File: src/rtl/mbt_pkg.sv
package mbt_pkg;
  typedef struct packed {
    logic doDispatch;
    logic doCommit;
    logic doSquash;
    logic doStep;
  } mbtStrobes_t;

  typedef enum logic {ST_IDLE, ST_UNWIND} mbtState_t;
endpackage

File: src/rtl/mbt_ctrl.sv
module mbt_ctrl
  import mbt_pkg::*;
(
  input  logic        clk,
  input  logic        rstN,
  input  logic        dispValid,
  input  logic        commitValid,
  input  logic        storePending,
  input  logic        squashValid,
  input  logic        curYounger,
  output mbtStrobes_t strb,
  output logic        busy
);
  mbtState_t state, stateNext;

  always_comb begin
    strb       = '0;
    stateNext  = state;
    if (state == ST_IDLE) begin
      strb.doSquash   = squashValid;
      strb.doDispatch = dispValid && !squashValid;
      strb.doCommit   = commitValid && !storePending && !squashValid;
      if (squashValid) stateNext = ST_UNWIND;
    end else begin
      strb.doStep = curYounger;
      if (!curYounger) stateNext = ST_IDLE;
    end
  end

  always_ff @(posedge clk) begin
    if (!rstN) state <= ST_IDLE;
    else       state <= stateNext;
  end

  assign busy = (state == ST_UNWIND);
endmodule

File: src/rtl/mbt_data.sv
module mbt_data
  import mbt_pkg::*;
#(
  parameter int NSLOT = 8,
  parameter int SEQW  = 16,
  localparam int SLOTW = (NSLOT > 1) ? $clog2(NSLOT) : 1
) (
  input  logic             clk,
  input  logic             rstN,
  input  mbtStrobes_t      strb,
  input  logic [SLOTW-1:0] dispSlot,
  input  logic             dispIsBarrier,
  input  logic             dispIsMem,
  input  logic [SEQW-1:0]  dispSeq,
  input  logic [SLOTW-1:0] commitSlot,
  input  logic [SEQW-1:0]  squashSeq,
  input  logic [NSLOT-1:0] regReady,
  input  logic [NSLOT-1:0] specOk,
  output logic [NSLOT-1:0] memReady,
  output logic [NSLOT-1:0] issueOk,
  output logic             curValid,
  output logic [SLOTW-1:0] curSlot,
  output logic             curYounger
);
  logic [NSLOT-1:0] slotValid, slotBar, slotRdy, srcValid;
  logic [SEQW-1:0]  slotSeq [NSLOT];
  logic [NSLOT-1:0] depMask [NSLOT];
  logic [SLOTW-1:0] srcSlot [NSLOT];
  logic [SEQW-1:0]  squashSeqQ;

  logic             commitClearsCur, linkNew;
  logic [NSLOT-1:0] releaseMask, killMask;

  always_comb begin
    for (int i = 0; i < NSLOT; i++)
      killMask[i] = slotValid[i] && (slotSeq[i] > squashSeq);
  end

  assign curYounger      = curValid && (slotSeq[curSlot] > squashSeqQ);
  assign commitClearsCur = strb.doCommit && curValid && (curSlot == commitSlot);
  assign linkNew         = strb.doDispatch && (dispIsMem || dispIsBarrier) &&
                           curValid && !commitClearsCur;
  assign releaseMask     = strb.doCommit ? depMask[commitSlot] : '0;

  always_ff @(posedge clk) begin
    if (!rstN) begin
      slotValid  <= '0;
      slotBar    <= '0;
      slotRdy    <= '0;
      srcValid   <= '0;
      curValid   <= 1'b0;
      curSlot    <= '0;
      squashSeqQ <= '0;
      for (int i = 0; i < NSLOT; i++) begin
        slotSeq[i] <= '0;
        depMask[i] <= '0;
        srcSlot[i] <= '0;
      end
    end else begin
      if (strb.doSquash) begin
        squashSeqQ <= squashSeq;
        slotValid  <= slotValid & ~killMask;
        for (int i = 0; i < NSLOT; i++)
          depMask[i] <= depMask[i] & ~killMask;
      end
      if (strb.doStep) begin
        depMask[curSlot] <= '0;
        curValid         <= srcValid[curSlot];
        curSlot          <= srcSlot[curSlot];
      end
      if (strb.doCommit) begin
        slotValid[commitSlot] <= 1'b0;
        depMask[commitSlot]   <= '0;
        slotRdy               <= slotRdy | releaseMask;
        srcValid              <= srcValid & ~releaseMask;
        if (commitClearsCur) curValid <= 1'b0;
      end
      if (strb.doDispatch) begin
        slotValid[dispSlot] <= 1'b1;
        slotBar[dispSlot]   <= dispIsBarrier;
        slotSeq[dispSlot]   <= dispSeq;
        slotRdy[dispSlot]   <= !linkNew;
        depMask[dispSlot]   <= '0;
        srcValid[dispSlot]  <= linkNew && dispIsBarrier;
        srcSlot[dispSlot]   <= curSlot;
        if (linkNew) depMask[curSlot][dispSlot] <= 1'b1;
        if (dispIsBarrier) begin
          curValid <= 1'b1;
          curSlot  <= dispSlot;
        end
      end
    end
  end

  assign memReady = slotValid & slotRdy;
  assign issueOk  = memReady & regReady & specOk & ~slotBar;
endmodule

File: src/rtl/mem_barrier_tracker.sv
module mem_barrier_tracker
  import mbt_pkg::*;
#(
  parameter int NSLOT = 8,
  parameter int SEQW  = 16,
  localparam int SLOTW = (NSLOT > 1) ? $clog2(NSLOT) : 1
) (
  input  logic             clk,
  input  logic             rstN,
  input  logic             dispValid,
  input  logic [SLOTW-1:0] dispSlot,
  input  logic             dispIsBarrier,
  input  logic             dispIsMem,
  input  logic [SEQW-1:0]  dispSeq,
  input  logic             commitValid,
  input  logic [SLOTW-1:0] commitSlot,
  input  logic             storePending,
  input  logic             squashValid,
  input  logic [SEQW-1:0]  squashSeq,
  input  logic [NSLOT-1:0] regReady,
  input  logic [NSLOT-1:0] specOk,
  output logic [NSLOT-1:0] memReady,
  output logic [NSLOT-1:0] issueOk,
  output logic             curValid,
  output logic [SLOTW-1:0] curSlot,
  output logic             busy
);
  mbtStrobes_t strb;
  logic        curYounger;

  mbt_ctrl uCtrl (
    .clk(clk), .rstN(rstN), .dispValid(dispValid), .commitValid(commitValid),
    .storePending(storePending), .squashValid(squashValid),
    .curYounger(curYounger), .strb(strb), .busy(busy)
  );

  mbt_data #(.NSLOT(NSLOT), .SEQW(SEQW)) uData (
    .clk(clk), .rstN(rstN), .strb(strb), .dispSlot(dispSlot),
    .dispIsBarrier(dispIsBarrier), .dispIsMem(dispIsMem), .dispSeq(dispSeq),
    .commitSlot(commitSlot), .squashSeq(squashSeq), .regReady(regReady),
    .specOk(specOk), .memReady(memReady), .issueOk(issueOk),
    .curValid(curValid), .curSlot(curSlot), .curYounger(curYounger)
  );
endmodule

File: config.mk
export PLATFORM = sky130hd
export DESIGN_NAME = mem_barrier_tracker
export DESIGN_NICKNAME = d
export VERILOG_FILES = /design/src/rtl/mbt_pkg.sv /design/src/rtl/mbt_ctrl.sv /design/src/rtl/mbt_data.sv /design/src/rtl/mem_barrier_tracker.sv
export SDC_FILE = /design/constraint.sdc
export NUM_CORES = 1
export LEC_CHECK = 0
export BUFFER_PORTS_ARGS = -buffer_cell sky130_fd_sc_hd__clkbuf_2
export CORE_MARGIN = 1.5
export CORE_UTILIZATION = 36
export CTS_BUF_LIST = sky130_fd_sc_hd__clkbuf_4 sky130_fd_sc_hd__clkbuf_8
export DETAILED_ROUTE_END_ITERATION = 7
export PLACE_DENSITY_LB_ADDON = 0.25
export SETUP_SLACK_MARGIN = 0.05
export SYNTH_ARGS = -nofsm -noshare
export SYNTH_HDL_FRONTEND = slang
export SYNTH_SLANG_ARGS = --single-unit
File: constraint.sdc
create_clock -name clk -period 3.7 [get_ports clk]
set_input_delay 0.74 -clock clk [delete_from_list [all_inputs] [get_ports clk]]
set_output_delay 0.74 -clock clk [all_outputs]
set_load 0.05 [all_outputs]
==> flow_summary.yaml <==
setup_path:
  critical_path.slowest_cell: "dfxtp_2"
  path_cells: "nor2_1 > and2_2 > buf_4 > a22oi_1 > nand4_1 > ha_1 > a41o_1 > a21oi_1 > nor3_1 > a211o_2 > buf_4 > and4_1 > o41ai_1"
  slowest_delay_ns: 0.41
  cp_data_required_time_ns: 4.21
  startpoint_type: "register"
  end_kind: "register"
  cp_data_arrival_time_ns: 3.89
  crit_type: "reg2reg"
  crit_fanout: 10
  path_common_cell: "buf_4"
power_and_ir_drop:
  p_per_area_mw_per_mm2: 410
  ir_drop_mv: 0.252
  p_total_uw: 7300
  cellLeakagePower_uw: 0.00810
drt:
  wl_met1_mm: 25.3
  ant_nets: 0
  drt-initial-drc-count: 1507
  highest_layer: "met4"
  routed_wl_mm: 59.0
  dr_wl_met2_mm: 26.0
  vias_per_cell: 6.20
  met3_length_mm: 5.40
  via_count: 13675
  drt-wirelength-per-cell_um: 26.8
  route.detailed.drc: 0
  drt_first_pass_iters: 5
cts:
  h-tree-depth: 2
  postCtsSetupBuffers: 0
  clock-sinks: 269
  clk_pin_slew_ns: 0.06
  cts-root-buf: "clkbuf_8"
  numCtsBuffers: 50
  hold_buffers: 0
  cts_max_path_buffers: 3
  postCtsResizedCells: 1
  cts_tree: "yes"
  insertion_delay_ns: 0.65
job:
  max_cap_viol_count: 0
synth:
  synth_top_area_share: 0.295
  synth_top_cell_by_area: "edfxtp_1"
  synth-warning-count: 0
  ys_seq_area_frac: 0.447
  synth-seq-cells: 269
  avgSynthCellArea_um2: 10.2
  syn_nets: 1723
  netlist_instances: 1517
  netlist_top_cells_area: "edfxtp_1 (30%), dfxtp_1 (15%), ha_1 (12%)"
  yosys-top-cells-count: "and3_1 (159), edfxtp_1 (152), ha_1 (144), nand2_1 (131), dfxtp_1 (117)"
  synth_flop_cell: "edfxtp_1"
  synth_enable_flop_cells: 152
  synth_cell_types: 61
  async_reset_ff_frac: 0
  syn_area_mm2: 0.0155
  yosysMostFrequentCell: "and3_1"
timing:
  finalHoldViolations: 0
  setup_tns_ns: 0
  post-route-min-period_ns: 3.37
  timing.fmax_mhz: 296
  rsz0062_at_grt: "no"
  finalMaxSlewViolations: 0
  slew_headroom: 0.421
  finClkSkew_ns: 0.0356
  setup_viol: 0
  worstMarginPinSlew_ns: 0.868
  whs_ns: 0.330
  layout_setup_ws_ns: 0.326
  fin_crit_sh: 0.912
global_routing:
  grt_max_degree: 86
  overflow: 0
  grt_use_total: 0.265
  grt_pass1_vias: 13220
  grt_antenna_before_repair: 1
  grt_pass1_wl_mm: 86.5
die:
  start_util: 0.367
  ios: 83
  die-area_mm2: 0.0442
  coreArea_mm2: 0.0421
  die_height_um: 210
  fp.dieW_um: 210
  row_count: 75
cells_and_area:
  area_delta_synth_final_pct: 15.3
  nNetsFinal: 1830
  layout-drive-gt1-share: 0.176
  fillers: 4067
  seqCellArea_mm2: 0.00691
  multi_input_area_mm2: 0.00800
placed_design:
  place_ws_ns: -0.0753
  io_buffers: 82
  globalplace.congestion: 0.941
  hpwl_mm: 41.8
hold_path:
  hold_class: "in2reg"
status:
  status: "finished, final reports clean"
==> cell type report <==
type	instances	share of cell area
inverters	58	0.0122
multi-input cells	1093	0.449
diodes	1	0.000140
flip-flops and latches	269	0.388
clock inverters	9	0.00330
well taps	539	0.0378
repair buffers	152	0.0532
clock buffers	83	0.0567
==> cells in the final DEF (no fill, tap or decap), types with 10 or more instances in the layout <==
cell type and count:
and3_1 157, edfxtp_1 152, ha_1 144, nand2_1 131, dfxtp_1 114, a21oi_1 105
clkbuf_2 82, a22oi_1 70, buf_4 69, a41o_1 65, nor2_1 62, clkbuf_8 62
inv_1 58, nor3_1 57, nand4_1 53, nand3_1 30, clkbuf_4 21, o21ai_0 18
mux4_2 16, and2_1 13, o21a_1 10, a31oi_1 10, mux2_2 10
==> metal layers <==
layer | global-route usage | vias up
li1 | - | 6139
met4 | 0.108 | 0
met5 | 0 | -
met3 | 0.0545 | 127
met2 | 0.410 | 689
met1 | 0.363 | 6720
==> where the power goes <==
group | switching [uW] | internal (uW) | leakage [uW]
registers | 71.8 | 3250 | 0.00252
clock network | 1350 | 1730 | 0.000569
logic | 622 | 282 | 0.00501
total | 2050 | 5260 | 0.00810
==> metrics by stage <==
step,utilization,std cells,cell area (um^2)
global placement,0.397,2111,16700
detailed placement,0.397,2111,16700
global route,0.423,2204,17800
finish,0.423,2204,17800
floorplan,-,1517,15500
CTS,0.423,2203,17800
==> sequential cells by signal, indices dropped and copies added, names as in the netlist <==
signal,flops
uData.srcValid,8
uData.slotValid,8
uData.curValid,1
uData.slotRdy,8
uData.depMask,64
uCtrl.busy,1
uData.slotSeq,128
uData.curSlot,3
uData.slotBar,8
uData.squashSeqQ,16
uData.srcSlot,24
==> final timing paths <==
| path | startpoint | end | slack (ns) | depth (start not counted) |
|---|---|---|---|---|
| worst max register to register | uData.curSlot[2]$_SDFF_PN0_ | uData.curSlot[2]$_SDFF_PN0_ | 0.33 | 13 |
| worst min-delay path | squashSeq[1] | uData.squashSeqQ[1]$_SDFFE_PN0P_ | 0.33 | 3 |
| worst min register to register | uData.squashSeqQ[9]$_SDFFE_PN0P_ | uData.squashSeqQ[9]$_SDFFE_PN0P_ | 0.46 | 2 |
| worst max-delay path | uData.curSlot[2]$_SDFF_PN0_ | uData.curSlot[2]$_SDFF_PN0_ | 0.33 | 13 |
==> cells by family (layout without fill, tap and decap cells) <==
group / Yosys count / in the layout / share of synthesized area
buf+inv: 155 / 302 / 0.0380
compound gates: 360 / 360 / 0.173
simple gates: 554 / 554 / 0.189
mux: 29 / 29 / 0.0325
flops: 269 / 269 / 0.447
xor+xnor: 6 / 6 / 0.00340
fa+ha+maj: 144 / 144 / 0.117
other cells: 0 / 1 / 0
==> worst max-delay path, delay by kind of cell (launching register included) <==
family,cells,cell delay (ns)
adder cells (fa/ha/maj),1,0.32
buffers and inverters,2,0.43
AND/OR/NAND/NOR,5,0.73
flip-flops,1,0.41
AO/OA/AOI/OAI,5,1.35
Note: power is estimated with default switching activity, not from simulation.
